`config.mk`:
```
export PLATFORM = sky130hd
export DESIGN_NAME = cfg_shadow_bank
export DESIGN_NICKNAME = d
export VERILOG_FILES = /design/src/rtl/cfgbank_pkg.sv /design/src/rtl/cfgbank_decode.sv /design/src/rtl/cfgbank_word.sv /design/src/rtl/cfgbank_commit.sv /design/src/rtl/cfg_shadow_bank.sv
export SDC_FILE = /design/constraint.sdc
export NUM_CORES = 1
export LEC_CHECK = 0
export BUFFER_PORTS_ARGS = -buffer_cell sky130_fd_sc_hd__clkbuf_2
export CAP_MARGIN = 20
export CORE_ASPECT_RATIO = 0.8
export CORE_MARGIN = 3
export CORE_UTILIZATION = 37
export DETAILED_ROUTE_END_ITERATION = 10
export PLACE_DENSITY_LB_ADDON = 0.08
export SYNTH_ARGS = -nofsm -noshare
export SYNTH_HDL_FRONTEND = slang
export SYNTH_SLANG_ARGS = --single-unit
```
`constraint.sdc`:
```
create_clock -name clk -period 2.7 [get_ports clk]
set_clock_uncertainty 0.1 [all_clocks]
set_input_delay 0.54 -clock clk [delete_from_list [all_inputs] [get_ports clk]]
set_output_delay 0.54 -clock clk [all_outputs]
set_load 0.01 [all_outputs]
```
`src/rtl/cfgbank_pkg.sv`:
```
// Package: shared widths and the bit-merge helper for the shadowed register bank.
// Assumes a 32-bit word whose upper half carries per-bit enables on masked words.
package cfgbank_pkg;
    localparam int ADDR_W = 12;
    localparam int DATA_W = 32;
    localparam int HALF_W = DATA_W / 2;
    localparam int IDX_W  = ADDR_W - 2;

    // Merge new bits into old bits where the enable is set.
    function automatic logic [HALF_W-1:0] bit_merge(
        input logic [HALF_W-1:0] old_bits,
        input logic [HALF_W-1:0] new_bits,
        input logic [HALF_W-1:0] enables
    );
        return (old_bits & ~enables) | (new_bits & enables);
    endfunction
endpackage

```
`src/rtl/cfgbank_decode.sv`:
```
// Address decoder: turns a byte offset into a one-hot data-word select and a
// control-word hit. Assumes word-aligned offsets; misaligned ones hit nothing.
module cfgbank_decode
    import cfgbank_pkg::*;
#(
    parameter int NUM_REGS = 8
) (
    input  logic [ADDR_W-1:0]   addr,
    output logic [NUM_REGS-1:0] word_sel,
    output logic                ctrl_hit,
    output logic                any_hit
);
    localparam logic [IDX_W-1:0] CTRL_IDX = IDX_W'(NUM_REGS);

    logic [IDX_W-1:0] word_idx;
    logic             aligned;

    assign word_idx = addr[ADDR_W-1:2];
    assign aligned  = (addr[1:0] == 2'b00);

    // Compare the word index against each data-word slot.
    always_comb begin
        for (int i = 0; i < NUM_REGS; i++) begin
            word_sel[i] = aligned && (word_idx == IDX_W'(i));
        end
    end

    assign ctrl_hit = aligned && (word_idx == CTRL_IDX);
    assign any_hit  = ctrl_hit || (|word_sel);

    AST_SEL_ONEHOT: assert final ($onehot0({word_sel, ctrl_hit}))
        else $error("decoder selected more than one word");
endmodule

```
`src/rtl/cfgbank_word.sv`:
```
// One control word: a shadow copy written from the bus and an active copy
// loaded from the shadow on commit. MASKED picks the per-bit-enable variant,
// which stores only the lower half and reads zero in the upper half.
module cfgbank_word
    import cfgbank_pkg::*;
#(
    parameter bit MASKED = 1'b0
) (
    input  logic              clk,
    input  logic              rst_n,
    input  logic              wr_sel,
    input  logic [DATA_W-1:0] wdata,
    input  logic              commit,
    output logic [DATA_W-1:0] shadow_o,
    output logic [DATA_W-1:0] active_o
);
    generate
        if (MASKED) begin : g_masked
            logic [HALF_W-1:0] shadow_q;
            logic [HALF_W-1:0] active_q;

            // Stage enabled bits into the shadow half-word.
            always_ff @(posedge clk) begin
                if (!rst_n)      shadow_q <= '0;
                else if (wr_sel) shadow_q <= bit_merge(shadow_q, wdata[HALF_W-1:0],
                                                       wdata[DATA_W-1:HALF_W]);
            end

            // Load the live half-word from the shadow on commit.
            always_ff @(posedge clk) begin
                if (!rst_n)      active_q <= '0;
                else if (commit) active_q <= shadow_q;
            end

            assign shadow_o = {{HALF_W{1'b0}}, shadow_q};
            assign active_o = {{HALF_W{1'b0}}, active_q};

            AST_MASK_KEEPS: assert property (@(posedge clk) disable iff (!rst_n)
                wr_sel |=> (((shadow_o[HALF_W-1:0] ^ $past(shadow_o[HALF_W-1:0]))
                             & ~$past(wdata[DATA_W-1:HALF_W])) == '0))
                else $error("disabled bit changed");
        end else begin : g_plain
            logic [DATA_W-1:0] shadow_q;
            logic [DATA_W-1:0] active_q;

            // Replace the whole shadow word on a write.
            always_ff @(posedge clk) begin
                if (!rst_n)      shadow_q <= '0;
                else if (wr_sel) shadow_q <= wdata;
            end

            // Load the live word from the shadow on commit.
            always_ff @(posedge clk) begin
                if (!rst_n)      active_q <= '0;
                else if (commit) active_q <= shadow_q;
            end

            assign shadow_o = shadow_q;
            assign active_o = active_q;

            AST_PLAIN_REPLACE: assert property (@(posedge clk) disable iff (!rst_n)
                wr_sel |=> (shadow_o == $past(wdata)))
                else $error("plain word not replaced");
        end
    endgenerate

    AST_ACTIVE_HOLD: assert property (@(posedge clk) disable iff (!rst_n)
        !commit |=> $stable(active_o))
        else $error("active changed without commit");

    AST_COMMIT_COPY: assert property (@(posedge clk) disable iff (!rst_n)
        commit |=> (active_o == $past(shadow_o)))
        else $error("active did not take prior shadow");

    AST_SHADOW_IDLE: assert property (@(posedge clk) disable iff (!rst_n)
        !wr_sel |=> $stable(shadow_o))
        else $error("shadow changed without its write");
endmodule

```
`src/rtl/cfgbank_commit.sv`:
```
// Commit sequencer: holds the commit flag set by software and fires a one-cycle
// commit on the first frame-start after it. Assumes frame_start is a pulse.
module cfgbank_commit (
    input  logic clk,
    input  logic rst_n,
    input  logic set_req,
    input  logic frame_start,
    output logic pending_o,
    output logic commit_o
);
    logic pending_q;

    // Set on request, clear when a frame start consumes it; set wins.
    always_ff @(posedge clk) begin
        if (!rst_n) pending_q <= 1'b0;
        else        pending_q <= set_req | (pending_q & ~frame_start);
    end

    assign pending_o = pending_q;
    assign commit_o  = pending_q & frame_start;

    AST_FLAG_SOURCE: assert property (@(posedge clk) disable iff (!rst_n)
        $rose(pending_o) |-> $past(set_req))
        else $error("flag rose without request");

    AST_FLAG_CLEARS: assert property (@(posedge clk) disable iff (!rst_n)
        (commit_o && !set_req) |=> !pending_o)
        else $error("flag stayed after commit");

    AST_SAME_EDGE_SET: assert property (@(posedge clk) disable iff (!rst_n)
        (set_req && frame_start) |=> pending_o)
        else $error("same-edge request lost");
endmodule

```
`src/rtl/cfg_shadow_bank.sv`:
```
// Top: shadowed control register bank. Data words sit at offset 4*i, the
// control word (bit 0 = commit flag) at 4*NUM_REGS. MASKED_MAP bit i makes
// word i a per-bit-enable word. Reads are combinational and side-effect free.
module cfg_shadow_bank
    import cfgbank_pkg::*;
#(
    parameter int                  NUM_REGS   = 8,
    parameter logic [NUM_REGS-1:0] MASKED_MAP = 8'hA5
) (
    input  logic                       clk,
    input  logic                       rst_n,
    input  logic [ADDR_W-1:0]          addr,
    input  logic [DATA_W-1:0]          wdata,
    input  logic                       wr_en,
    input  logic                       rd_en,
    output logic [DATA_W-1:0]          rdata,
    input  logic                       frame_start,
    output logic [NUM_REGS*DATA_W-1:0] active_o
);
    logic [NUM_REGS-1:0] word_sel;
    logic                ctrl_hit;
    logic                any_hit;
    logic                pending;
    logic                commit;
    logic [DATA_W-1:0]   shadow_w [NUM_REGS];
    logic [DATA_W-1:0]   rd_mux;

    cfgbank_decode #(.NUM_REGS(NUM_REGS)) i_decode (
        .addr     (addr),
        .word_sel (word_sel),
        .ctrl_hit (ctrl_hit),
        .any_hit  (any_hit)
    );

    cfgbank_commit i_commit (
        .clk         (clk),
        .rst_n       (rst_n),
        .set_req     (wr_en && ctrl_hit && wdata[0]),
        .frame_start (frame_start),
        .pending_o   (pending),
        .commit_o    (commit)
    );

    for (genvar i = 0; i < NUM_REGS; i++) begin : g_word
        cfgbank_word #(.MASKED(MASKED_MAP[i])) i_word (
            .clk      (clk),
            .rst_n    (rst_n),
            .wr_sel   (wr_en && word_sel[i]),
            .wdata    (wdata),
            .commit   (commit),
            .shadow_o (shadow_w[i]),
            .active_o (active_o[i*DATA_W +: DATA_W])
        );
    end

    // Select the addressed word for readback.
    always_comb begin
        rd_mux = '0;
        for (int i = 0; i < NUM_REGS; i++) begin
            if (word_sel[i]) rd_mux = rd_mux | shadow_w[i];
        end
        if (ctrl_hit) rd_mux = {{(DATA_W-1){1'b0}}, pending};
    end

    assign rdata = rd_en ? rd_mux : '0;

    AST_UNMAPPED_ZERO: assert property (@(posedge clk) disable iff (!rst_n)
        (rd_en && !any_hit) |-> (rdata == '0))
        else $error("unmapped read nonzero");

    AST_IDLE_READ_ZERO: assert property (@(posedge clk) disable iff (!rst_n)
        !rd_en |-> (rdata == '0))
        else $error("rdata nonzero without read");

    AST_RESET_CLEAR: assert property (@(posedge clk)
        !rst_n |=> (active_o == '0))
        else $error("active not cleared by reset");
endmodule

```
# Word level (Yosys, flattened, before mapping)

Cells that the tools add are included.

Equality and inequality tests: 8
Mux-type cells: 10
Bitwise logic cells: 21
Reductions and logical operators: 21

Operator list:

| operator              | number |
|---|---|
| $mux W32              | 9 |
| $or A32 B16 Y32       | 3 |
| $or A32 B32 Y32       | 3 |
| $and A16 B16 Y16      | 5 |
| $or A16 B16 Y16       | 4 |
| $eq A10 B3 Y1 const B | 4 |
| $or A16 B32 Y32       | 1 |
| $eq A10 B2 Y1 const B | 2 |
| $logic_and A1 B1 Y1   | 19 |
| $mux W16              | 1 |
| $not A16 Y16          | 1 |
| $eq A10 B1 Y1 const B | 1 |
| $eq A10 B4 Y1 const B | 1 |
| $logic_not A10 Y1     | 1 |
| $and A1 B1 Y1         | 2 |
| $logic_not A2 Y1      | 1 |
| $not A1 Y1            | 1 |
| $or A1 B1 Y1          | 1 |

Register bits after elaboration: 385
Output and inout bits: 288

# Logic depth before layout (Yosys ltp)

Gate-level depths: netlist of the first run.

Depth in word-level cells: 19
Mapped depth: 7
Mapped depth without buffers: 4

# By module

A second synthesis of the first run with hierarchy kept.

Cells, all modules: 1733
Area total of the unflattened synthesis: 18113.6 sq um

By module, submodules not included:

| module                              | instances | cells each | area an instance (sq um) | sequential area each (sq um) |
|---|---|---|---|---|
| cfgbank_word (g_word[1].i_word ...) | 4         | 207        | 2492.4                   | 1281.2 |
| cfgbank_word (g_word[0].i_word ...) | 4         | 170        | 1569.0                   | 640.6 |
| cfg_shadow_bank                     | 1         | 200        | 1661.6                   | 0.0 |
| cfgbank_decode                      | 1         | 21         | 165.2                    | 0.0 |
| cfgbank_commit                      | 1         | 4          | 41.3                     | 20.0 |

# Worst setup path before layout of the first run

Ideal clock, no wire load.

Path kind: in2out
Start: input addr[7]
End: output rdata[21]
Arrival time: 2.122 ns
Required time: 2.060 ns
Path slack: -0.062 ns
Cell stages on the path: 6
Buffers on the path: 2
Cell sequence: or4_1 -> buf_2 -> nor4_4 -> buf_4 -> nand2_1 -> a31oi_1

Cells in the longest elaborated chain, start to end: 17
Elaborated cells on any way between the ends: 31
Classes of those cells: eq/ne (8); mux (9); bitwise (6); reduce/logical (8)

Ends and longest elaborated chain:

| element             | RTL line              | text |
|---|---|---|
| from (decl)         | cfg_shadow_bank.sv:12 | `input logic [ADDR_W-1:0] addr,` |
| $eq A10 B1 Y1       | cfgbank_decode.sv:24  | `word_sel[i] = aligned && (word_idx == IDX_W'(i));` |
| $logic_and A1 B1 Y1 | cfgbank_decode.sv:24  |  |
| $mux W32            | cfg_shadow_bank.sv:60 | `if (word_sel[i]) rd_mux = rd_mux \| shadow_w[i];` |
| $or A32 B16 Y32     | cfg_shadow_bank.sv:60 |  |
| $mux W32            | cfg_shadow_bank.sv:60 |  |
| $or A32 B32 Y32     | cfg_shadow_bank.sv:60 |  |
| $mux W32            | cfg_shadow_bank.sv:60 |  |
| $or A32 B32 Y32     | cfg_shadow_bank.sv:60 |  |
| $mux W32            | cfg_shadow_bank.sv:60 |  |
| $or A32 B16 Y32     | cfg_shadow_bank.sv:60 |  |
| $mux W32            | cfg_shadow_bank.sv:60 |  |
| $or A32 B32 Y32     | cfg_shadow_bank.sv:60 |  |
| $mux W32            | cfg_shadow_bank.sv:60 |  |
| $or A32 B16 Y32     | cfg_shadow_bank.sv:60 |  |
| $mux W32            | cfg_shadow_bank.sv:60 |  |
| $mux W32 (*)        | cfg_shadow_bank.sv:62 | `if (ctrl_hit) rd_mux = {{(DATA_W-1){1'b0}}, pending};` |
| $mux W32 (*)        | cfg_shadow_bank.sv:65 | `assign rdata = rd_en ? rd_mux : '0;` |
| to (decl)           | cfg_shadow_bank.sv:16 | `output logic [DATA_W-1:0] rdata,` |

Mark *: on every way between the ends. The rest lies on a longest branch, timed or not.

# Final worst setup path of the first run

Start: input addr[7]
End: output rdata[2]

Cells in the longest elaborated chain, start to end: 19
Elaborated cells on any way between the ends: 35
Classes of those cells: eq/ne (8); mux (10); bitwise (7); reduce/logical (10)

Ends and longest elaborated chain:

| element             | RTL line |
|---|---|
| $logic_not A10 Y1   | cfgbank_decode.sv:24 |
| $logic_and A1 B1 Y1 | cfgbank_decode.sv:24 |
| $mux W16            | cfg_shadow_bank.sv:60 |
| $or A16 B32 Y32     | cfg_shadow_bank.sv:60 |
| $mux W32            | cfg_shadow_bank.sv:60 |
| $or A32 B16 Y32     | cfg_shadow_bank.sv:60 |
| $mux W32            | cfg_shadow_bank.sv:60 |
| $or A32 B32 Y32     | cfg_shadow_bank.sv:60 |
| (+3 left out)       | n/a |
| $or A32 B16 Y32     | cfg_shadow_bank.sv:60 |
| $mux W32            | cfg_shadow_bank.sv:60 |
| $or A32 B32 Y32     | cfg_shadow_bank.sv:60 |
| $mux W32            | cfg_shadow_bank.sv:60 |
| $or A32 B16 Y32     | cfg_shadow_bank.sv:60 |
| $mux W32            | cfg_shadow_bank.sv:60 |
| $mux W32 (*)        | cfg_shadow_bank.sv:62 |
| $mux W32 (*)        | cfg_shadow_bank.sv:65 |

Marked as above.

==> results of run 1 <==
## final cells by class
class | count | share of cell area
Clock buffer | 61 | 0.0578
Inverter | 13 | 0.00277
Timing Repair Buffer | 417 | 0.142
Tap cell | 552 | 0.0340
Clock inverter | 8 | 0.00586
Antenna cell | 1 | 0.000123
Multi-Input combinational cell | 1515 | 0.377
Sequential cell | 385 | 0.380
## layer usage
layer	up-vias	wire length (um)
li1	7495	-
met1	7687	30700
met2	743	27400
met3	87	6780
met4	2	1680
met5	-	9
## worst max-delay path by stage
| stage | startpoint | slack [ns] | endpoint | depth (start not counted) |
|---|---|---|---|---|
| after floorplan | addr[7] | 0.02 | rdata[10] | 6 |
| after global placement | addr[7] | -0.34 | rdata[2] | 8 |
| after detailed placement | addr[7] | -0.39 | rdata[2] | 8 |
| after CTS | addr[6] | -0.18 | rdata[2] | 8 |
| after global routing | addr[8] | -0.21 | rdata[19] | 10 |
| final | addr[7] | -0.20 | rdata[2] | 8 |
## cell usage after synthesis, types with 2 or more instances
library cell,instances,area (um2)
a32oi_1,3,26.3
a21oi_1,393,1970
o2bb2ai_1,13,114
nor2_1,18,67.6
nand2b_1,3,18.8
o221a_2,3,33.8
nand4_1,44,275
nor4_4,4,85.1
and4_1,13,114
o31ai_1,16,120
nor3_2,2,20.0
nand3_1,53,265
buf_6,6,67.6
inv_1,12,45.0
and3_1,2,12.5
buf_4,78,586
o22ai_1,4,25.0
a22o_1,17,149
buf_2,30,150
nor2b_1,2,12.5
nand2_1,703,2640
o21ai_0,64,320
buf_1,8,30.0
a31oi_1,32,200
mux2i_1,34,340
and2_1,10,62.6
clkbuf_1,120,450
dfxtp_1,385,7710
## logic make-up (layout without fill, tap and decap cells)
kind of cell / Yosys count / count (layout) / share of synthesized area
flip-flops: 385 / 385 / 0.479
multiplexers: 35 / 35 / 0.0226
buffers and inverters: 256 / 499 / 0.0832
AO/OA/AOI/OAI: 547 / 547 / 0.185
AND/OR/NAND/NOR: 869 / 869 / 0.230
other: 1 / 65 / 0.000233
## repair_timing
item | 4_1_cts | 5_1_grt
resized for setup | 68 | 35
gates cloned | 2 | 2
setup buffers | 5 | 4
endpoints found under the setup margin | 32 | 32
pin swaps | 13 | 6
## worst reg2reg max path, delay by kind of cell, from the launching register on
family                 cells  cell delay, ns
AO/OA/AOI/OAI              1            0.14
AND/OR/NAND/NOR            2            0.63
buffers and inverters      1            0.40
flip-flops                 1            0.42
## where the power goes
part / switching (mW) / internal (mW) / leakage, nW
registers: 0.000294 / 5.68 / 3.10
logic: 0.426 / 0.141 / 3.73
clock network: 2.35 / 3.28 / 0.632
## stage by stage
stage | hold WS, ns | setup slack, ns | TNS, ns | instance area, um2
after floorplan | 0.338 | 0.0248 | 0 | 16400
after global placement | 0.344 | -0.342 | -8.06 | 18500
after detailed placement | 0.346 | -0.394 | -8.17 | 18500
after CTS | 0.182 | -0.182 | -3.79 | 20100
after global routing | 0.213 | -0.213 | -5.96 | 20300
final | 0.201 | -0.198 | -4.39 | 20300
==> results.sh, run 1 <==
export IMPL_placedCellCount=2870
export IMPL_met1_usage=0.410
export IMPL_via_count=16014
export IMPL_drive_gt1_frac=0.224
export IMPL_critPathTopFamily="simple AND/OR/NAND/NOR gates"
export IMPL_violations="setup timing"
export IMPL_path_max_fanout=15
export IMPL_ys_async_sr_fraction=0
export IMPL_maxCapViolations=0
export IMPL_path_clk_slew_ns=0.07
export IMPL_status="finished, violations left"
export IMPL_die_height_um=192
export IMPL_synth_edf_count=0
export IMPL_synth_warnings=0
export IMPL_mostFrequentLayoutCell="nand2_1"
export IMPL_slowest_stage="or4_4"
export IMPL_rr_startpoint="i_commit.pending_o"
export IMPL_rsz0062_at_grt="yes"
export IMPL_top_usage_layer="met1"
export IMPL_worst_r2r_endpoint="g_word[0].i_word.g_masked.active_q[7]"
export IMPL_drt_pass1_iter_count=7
export IMPL_seq_area_um2=7710
export IMPL_initial_utilization=0.379
export IMPL_grt_pass1_vias=14901
export IMPL_fp_dieArea_um2=46000
export IMPL_hold_viol_final=0
export IMPL_antenna_found_initial=2
export IMPL_netlist_instances=2093
export IMPL_syn_avg_cell_area_um2=7.69
export IMPL_cts_tree="yes"
export IMPL_synth_cell_types=49
export IMPL_clk_path_buf_depth=3
export IMPL_grt_pass1_wl_um=97100
export IMPL_cts_sinks=385
export IMPL_worst_pin_slew_ns=0.556
export IMPL_rows=67
export IMPL_drtIter0Drc=1524
export IMPL_netlist_area_um2=16100
export IMPL_die_w_um=239
export IMPL_ant_nets=0
export IMPL_slew_headroom=0.629
export IMPL_use_met3=0.0783
export IMPL_worst_path_largest_cell_delay_ns=0.59
export IMPL_power_total_mw=11.9
export IMPL_vias_per_cell=5.42
export IMPL_hold_path_class="in -> reg"
export IMPL_gp_congestion=0.926
export IMPL_numCtsBuffers=41
export IMPL_power_density_nw_per_um2=585
export IMPL_place_hpwl_um=47800
export IMPL_overflow=0
export IMPL_r2r_slack_ns=0.92
export IMPL_synthFlopType="dfxtp_1"
export IMPL_ff2ff_path_depth=4
export IMPL_crit_type="in -> out"
export IMPL_track_usage=0.278
export IMPL_setup_violations=32
export IMPL_period_minus_slack_ns=2.90
export IMPL_critPathLaunchType="input port"
export IMPL_port_buffers=272
export IMPL_min_period_over_period=1.07
export IMPL_core_area_um2=42400
export IMPL_crit_buf_inv=4
export IMPL_grt_max_degree=92
export IMPL_final_core_util=0.478
export IMPL_drt_wl_total_um=66600
export IMPL_area_growth_pct=26.2
export IMPL_clock_fmax_mhz=345
export IMPL_io_pin_count=337
export IMPL_holdPathStages=3
export IMPL_multi_input_area_um2=7660
export IMPL_endpoint_kind="output port"
export IMPL_final_cell_mix="nand2_1, dfxtp_1, a21oi_1, clkbuf_2, buf_4"
export IMPL_wl_per_cell_um=22.6
export IMPL_maxSlewViolCount=0
export IMPL_setup_ws_ns=-0.198
export IMPL_vdd_drop_max_uv=452
export IMPL_ys_seq_area_frac=0.479
export IMPL_clkLatencyLatePin_ns=0.56
export IMPL_final_nets=2422
export IMPL_ys_ff_latch=385
export IMPL_ctsHoldBuffers=0
export IMPL_hp_start="wdata[31]"
export IMPL_arrival_ns=2.26
export IMPL_finalNonFillerCells=2952
export IMPL_num_fill_cells=4351
export IMPL_root_buffer="clkbuf_16"
export IMPL_power_leakage_nw=7.46
export IMPL_htreeDepth=2
export IMPL_drc=0
export IMPL_cp_cell_sequence="clkbuf_2 > or4_4 > buf_6 > nor4_4 > buf_12 > nand2_1 > a21oi_2 > buf_2"
export IMPL_whs_endpoint="g_word[3].i_word.shadow_o[31]"
export IMPL_required_ns=2.06
export IMPL_use_met2=0.395
No activity file was read; power rests on OpenSTA's default activity.
==> run 2, diff against run 1 <==
- ABC_AREA: default -> 1
==> run 2 against run 1 <==
  * The flow still finishes with violations (setup timing)
  * Sequential power about the same
  * Utilization up 0.49 points
  * Sequential cell count unchanged
  * Highest routed layer unchanged
==> results.sh, run 2 <==
export IMPL_synth_adder_area_share=0
export IMPL_initial_utilization=0.379
export IMPL_power_density_nw_per_um2=605
export IMPL_drt_wl_total_um=64300
export IMPL_area_growth_pct=27.6
export IMPL_period_minus_slack_ns=2.74
export IMPL_place_ws_ns=-0.385
export IMPL_num_fill_cells=4090
export IMPL_clk_path_buf_depth=3
export IMPL_worst_path_largest_cell_delay_ns=0.20
export IMPL_fin_hold_ws_ns=0.181
export IMPL_power_leakage_nw=8.12
export IMPL_worst_pin_slew_ns=0.748
export IMPL_seq_power_share=0.472
export IMPL_yosysTopAreaCell="dfxtp_1"
export IMPL_min_period_over_period=1.02
export IMPL_drtIter0Drc=1548
export IMPL_ant_nets=0
export IMPL_place_hpwl_um=46100
export IMPL_drt_pass1_iter_count=7
export IMPL_numCtsBuffers=41
export IMPL_die_height_um=190
export IMPL_netlist_area_um2=15600
export IMPL_fp_dieArea_um2=44600
export IMPL_arrival_ns=2.10
export IMPL_power_total_mw=12.0
export IMPL_track_usage=0.269
export IMPL_setup_ws_ns=-0.0446
export IMPL_rsz0062_at_grt="yes"
export IMPL_cts_tree="yes"
export IMPL_slowest_stage="nor2_8"
export IMPL_hold_path_class="in -> reg"
export IMPL_path_max_fanout=7
export IMPL_ys_seq_area_frac=0.495
export IMPL_grt_max_degree=119
export IMPL_dr_wl_met2_um=25900
export IMPL_clockPowerShare=0.486
export IMPL_drc=0
export IMPL_final_nets=2353
export IMPL_path_clk_slew_ns=0.06
export IMPL_rows=66
export IMPL_gp_congestion=0.968
export IMPL_wl_met3_um=5820
export IMPL_synth_edf_count=0
export IMPL_cts_sinks=385
export IMPL_critPathLaunchType="input port"
export IMPL_grt_pass1_vias=13526
export IMPL_overflow=0
export IMPL_synth_cell_types=28
export IMPL_mostFrequentLayoutCell="dfxtp_1"
export IMPL_synthMuxAreaShare=0
export IMPL_antenna_found_initial=3
export IMPL_core_area_um2=41100
export IMPL_maxCapViolations=0
export IMPL_vdd_drop_max_uv=355
export IMPL_ys_async_sr_fraction=0
export IMPL_synth_compound_area_share=0.252
export IMPL_required_ns=2.06
export IMPL_synthFlopType="dfxtp_1"
export IMPL_cp_cell_sequence="buf_8 > nor2_4 > buf_6 > nand2_4 > nor2_8 > buf_12 > clkbuf_16 > nand3_1 > o21ai_2 > nor2_2 > a21oi_2 > buf_2"
export IMPL_final_cell_mix="dfxtp_1, o21ai_0, a21oi_1, clkbuf_2, nor2_1"
export IMPL_synth_warnings=0
export IMPL_wl_per_cell_um=22.3
export IMPL_p_comb_frac=0.042
export IMPL_syn_avg_cell_area_um2=7.69
export IMPL_netlist_instances=2025
export IMPL_slew_headroom=0.501
export IMPL_via_count=15121
export IMPL_ctsHoldBuffers=0
export IMPL_io_pin_count=337
export IMPL_netSwitchingPower_mw=2.76
export IMPL_maxSlewViolCount=0
export IMPL_power_switching_share=0.230
export IMPL_crit_type="in -> out"
export IMPL_synth_simple_area_share=0.135
export IMPL_root_buffer="clkbuf_16"
export IMPL_status="finished, violations left"
export IMPL_wirelength_met1_um=30700
export IMPL_port_buffers=272
export IMPL_ys_ff_latch=385
export IMPL_die_w_um=235
export IMPL_p_int_mw=9.27
export IMPL_drive_gt1_frac=0.232
export IMPL_vias_per_cell=5.25
export IMPL_htreeDepth=2
export IMPL_endpoint_kind="output port"
export IMPL_clkLatencyLatePin_ns=0.54
export IMPL_yosys_top_cells_area="dfxtp_1, o21ai_0, a21oi_1"
export IMPL_grt_pass1_wl_um=90000
export IMPL_synth_top_family_by_area="compound AO/OA/AOI/OAI gates"
export IMPL_violations="setup timing"
export IMPL_synthTopCellsByCount="dfxtp_1, o21ai_0, a21oi_1"
export IMPL_synth_most_common_cell="dfxtp_1"
export IMPL_synth_xor_area_share=0
export IMPL_final_core_util=0.483
export IMPL_highest_layer="met5"
export IMPL_yosysTopAreaCellShare=0.495
export IMPL_hold_viol_final=0
export IMPL_setup_violations=9
export IMPL_clock_fmax_mhz=364
-- run 2: cell count changes in the layout (fill, tap and decap cells not counted), sizes merged, moves of 31 or more --
cell / delta
inv: +176
nor2: +213
a21oi: -76
mux2i: -34
nand2: -614
a31oi: -32
o21ai: +379
nor3: +31
nand4: -44
nand3: +53
-- run 2: worst paths after layout --
check / from / to / slack (ns) / cells past startpoint
worst max-delay path: addr[10] / rdata[6] / -0.04 / 12
worst min-delay path: frame_start / i_commit.pending_o / 0.18 / 4
worst max register to register: i_commit.pending_o / g_word[5].i_word.g_masked.active_q[0] / 1.04 / 5
worst min register to register: flop / flop / 0.36 / 2
-- run 2: metal layers --
layer / track usage / vias to the layer above
met1: 0.412 / 7155
met5: 0 / -
li1: - / 7234
met4: 0.0718 / 6
met2: 0.371 / 637
met3: 0.0677 / 89
-- run 2: critical path: cells and delay by family --
family	cells	cell delay, ns
AO/OA/AOI/OAI	2	0.28
buffers and inverters	5	0.70
AND/OR/NAND/NOR	5	0.59
-- run 2: kinds of logic (layout without fill, tap and decap cells) --
| kind of cell | after synthesis | after routing |
|---|---|---|
| AO/OA/AOI/OAI | 779 | 779 |
| flip-flops | 385 | 385 |
| buffers and inverters | 400 | 645 |
| other | 1 | 65 |
| AND/OR/NAND/NOR | 460 | 463 |
-- run 2: area by class of cell --
class / instances / area, um2 / area share
Sequential cell: 385 / 7710 / 0.388
Multi-Input combinational cell: 1306 / 6760 / 0.340
Timing Repair Buffer: 380 / 2620 / 0.132
Clock buffer: 61 / 1200 / 0.0606
Inverter: 190 / 721 / 0.0363
Tap cell: 544 / 681 / 0.0342
Clock inverter: 14 / 180 / 0.00907
Antenna cell: 1 / 2.50 / 0.000126
-- run 2: power by group through the flow --
stage               Sequential (mW)  Combinational, mW  Clock, mW
finish                         5.68              0.506       5.84
global route                   5.68              0.531       6.17
CTS                            5.68              0.464       5.94
detailed placement             5.81              0.455          0
global placement               5.81              0.453          0
floorplan                      5.81              0.282          0
-- run 2: timing repair --
item	CTS	global route
setup buffers	3	17
resized for setup	40	147
cloned	0	10
endpoints found under the setup margin	32	32
pin swaps	5	39
-- run 2: per-stage QoR --
step	setup TNS [ns]	area, um2	cells
after detailed placement	-5.24	17600	2784
after floorplan	0	15800	2088
after global routing	-1.54	19900	2880
after global placement	-4.70	17600	2784
final	-0.273	19900	2881
after CTS	-0.385	19200	2862
==> run 3, diff against run 2 <==
- CORE_UTILIZATION: 37 -> 35
==> run 3 against run 2 <==
  * The flow still finishes with violations (setup timing)
  * Worst setup slack improved by 0.026 ns
  * Fmax grew 0.95%
  * Worst hold slack better by 0.044 ns
  * First-iteration DRC count shrank 7.9%
  * Die area grew 5.5%
  * Design area shrank 0.11%
  * Combinational power barely moved
  * Register-to-register slack better by 0.02 ns
  * Sequential cell count is the same
==> results.sh, run 3 (synthesized netlist as in run 2, its figures left out) <==
export IMPL_drc=0
export IMPL_clock_fmax_mhz=368
export IMPL_mostFrequentLayoutCell="dfxtp_1"
export IMPL_antenna_found_initial=2
export IMPL_cts_sinks=385
export IMPL_arrival_ns=2.08
export IMPL_htreeDepth=2
export IMPL_port_buffers=272
export IMPL_num_fill_cells=4469
export IMPL_ctsHoldBuffers=0
export IMPL_drive_gt1_frac=0.228
export IMPL_place_area_um2=17800
export IMPL_seq_area_um2=7710
export IMPL_clk_path_buf_depth=3
export IMPL_rr_startpoint="i_commit.pending_o"
export IMPL_placedCellCount=2840
export IMPL_io_pin_count=337
export IMPL_endpoint_kind="output port"
export IMPL_required_ns=2.06
export IMPL_worst_pin_slew_ns=0.760
export IMPL_worst_path_largest_cell_delay_ns=0.18
export IMPL_min_period_over_period=1.01
export IMPL_via_count=14944
export IMPL_status="finished, violations left"
export IMPL_final_core_util=0.456
export IMPL_track_usage=0.258
export IMPL_gp_congestion=0.973
export IMPL_vdd_drop_max_uv=447
export IMPL_clkLatencyLatePin_ns=0.55
export IMPL_maxCapViolations=0
export IMPL_vias_per_cell=5.09
export IMPL_setup_ws_ns=-0.0188
export IMPL_grt_pass1_wl_um=91900
export IMPL_design_area_um2=19900
export IMPL_grt_pass1_vias=13550
export IMPL_violations="setup timing"
export IMPL_cp_cell_sequence="clkbuf_2 > inv_1 > nand2_4 > nor2_4 > buf_4 > nand2_8 > buf_12 > o21ai_1 > nor2_1 > a21oi_1 > buf_4 > clkbuf_2"
export IMPL_path_max_fanout=17
export IMPL_overflow=0
export IMPL_wl_per_cell_um=21.7
export IMPL_drt_pass1_iter_count=8
export IMPL_final_cell_mix="dfxtp_1, o21ai_0, a21oi_1, clkbuf_2, nor2_1"
export IMPL_slew_headroom=0.493
export IMPL_ant_nets=0
export IMPL_finalNonFillerCells=2936
export IMPL_rsz0062_at_grt="yes"
export IMPL_numCtsBuffers=42
export IMPL_critPathLaunch="addr[0]"
export IMPL_critPathLaunchType="input port"
export IMPL_core_area_um2=43600
export IMPL_cts_tree="yes"
export IMPL_hold_viol_final=0
export IMPL_tns_ns=-0.0313
export IMPL_maxSlewViolCount=0
export IMPL_hold_path_class="in -> reg"
export IMPL_hp_start="wdata[31]"
export IMPL_root_buffer="clkbuf_16"
export IMPL_drt_wl_total_um=63600
export IMPL_drtIter0Drc=1426
export IMPL_final_nets=2356
export IMPL_power_density_nw_per_um2=625
export IMPL_slowest_stage="nor2_4"
export IMPL_die_height_um=195
export IMPL_period_minus_slack_ns=2.72
export IMPL_power_leakage_nw=8.11
export IMPL_place_ws_ns=-0.240
export IMPL_initial_utilization=0.358
export IMPL_setup_violations=3
export IMPL_crit_type="in -> out"
export IMPL_fp_dieArea_um2=47100
export IMPL_grt_max_degree=114
export IMPL_die_w_um=242
export IMPL_path_clk_slew_ns=0.06
export IMPL_rows=68
export IMPL_area_growth_pct=27.4
export IMPL_multi_input_area_um2=6600
export IMPL_place_hpwl_um=46500
run 3: cell type report:
| type | count | area share |
|---|---|---|
| clock inverter | 18 | 0.0117 |
| antenna | 1 | 0.000126 |
| tap | 595 | 0.0375 |
| inverter | 190 | 0.0363 |
| clock buffer | 59 | 0.0639 |
| multi-input combinational | 1304 | 0.332 |
| timing repair buffer | 384 | 0.130 |
| sequential | 385 | 0.388 |
run 3: power by group:
group | total [mW] | switching (mW) | internal [mW] | leakage (nW)
clock network | 6.23 | 2.47 | 3.77 | 0.728
registers | 5.68 | 0.000394 | 5.68 | 3.10
logic | 0.503 | 0.392 | 0.111 | 4.29
run 3: worst paths after layout:
check | to | slack [ns] | cells past startpoint
worst min register to register | flop | 0.36 | 2
worst min-delay path | flop | 0.23 | 3
worst max-delay path | rdata[15] | -0.02 | 12
worst max register to register | g_word[4].i_word.active_o[20] | 1.06 | 5
run 3: metrics by stage:
step	power [mW]	hold WS, ns
6_report	12.4	0.225
3_3_place_gp	6.26	0.346
5_1_grt	12.8	0.227
2_1_floorplan	6.09	0.336
4_1_cts	12.5	0.210
3_5_place_dp	6.26	0.351
run 3: metal layers:
layer,GRT usage,share of wire,wire length [um],vias to the layer above
met2,0.353,0.40,25500,578
li1,-,-,-,7222
met3,0.0492,0.080,5090,97
met1,0.409,0.50,31500,7045
met5,0,0.00019,12,-
met4,0.0605,0.023,1480,2
run 3: critical path, delay by kind of cell:
kind | cells | cell delay, ns
buffers and inverters | 6 | 0.80
AO/OA/AOI/OAI | 2 | 0.28
AND/OR/NAND/NOR | 4 | 0.45
run 3: repair_timing:
action	4_1_cts	5_1_grt
cloned	0	2
pin swaps	8	14
endpoints found under the hold margin	0	0
setup endpoints to repair	32	32
buffers inserted	6	11
gates resized for setup	39	104
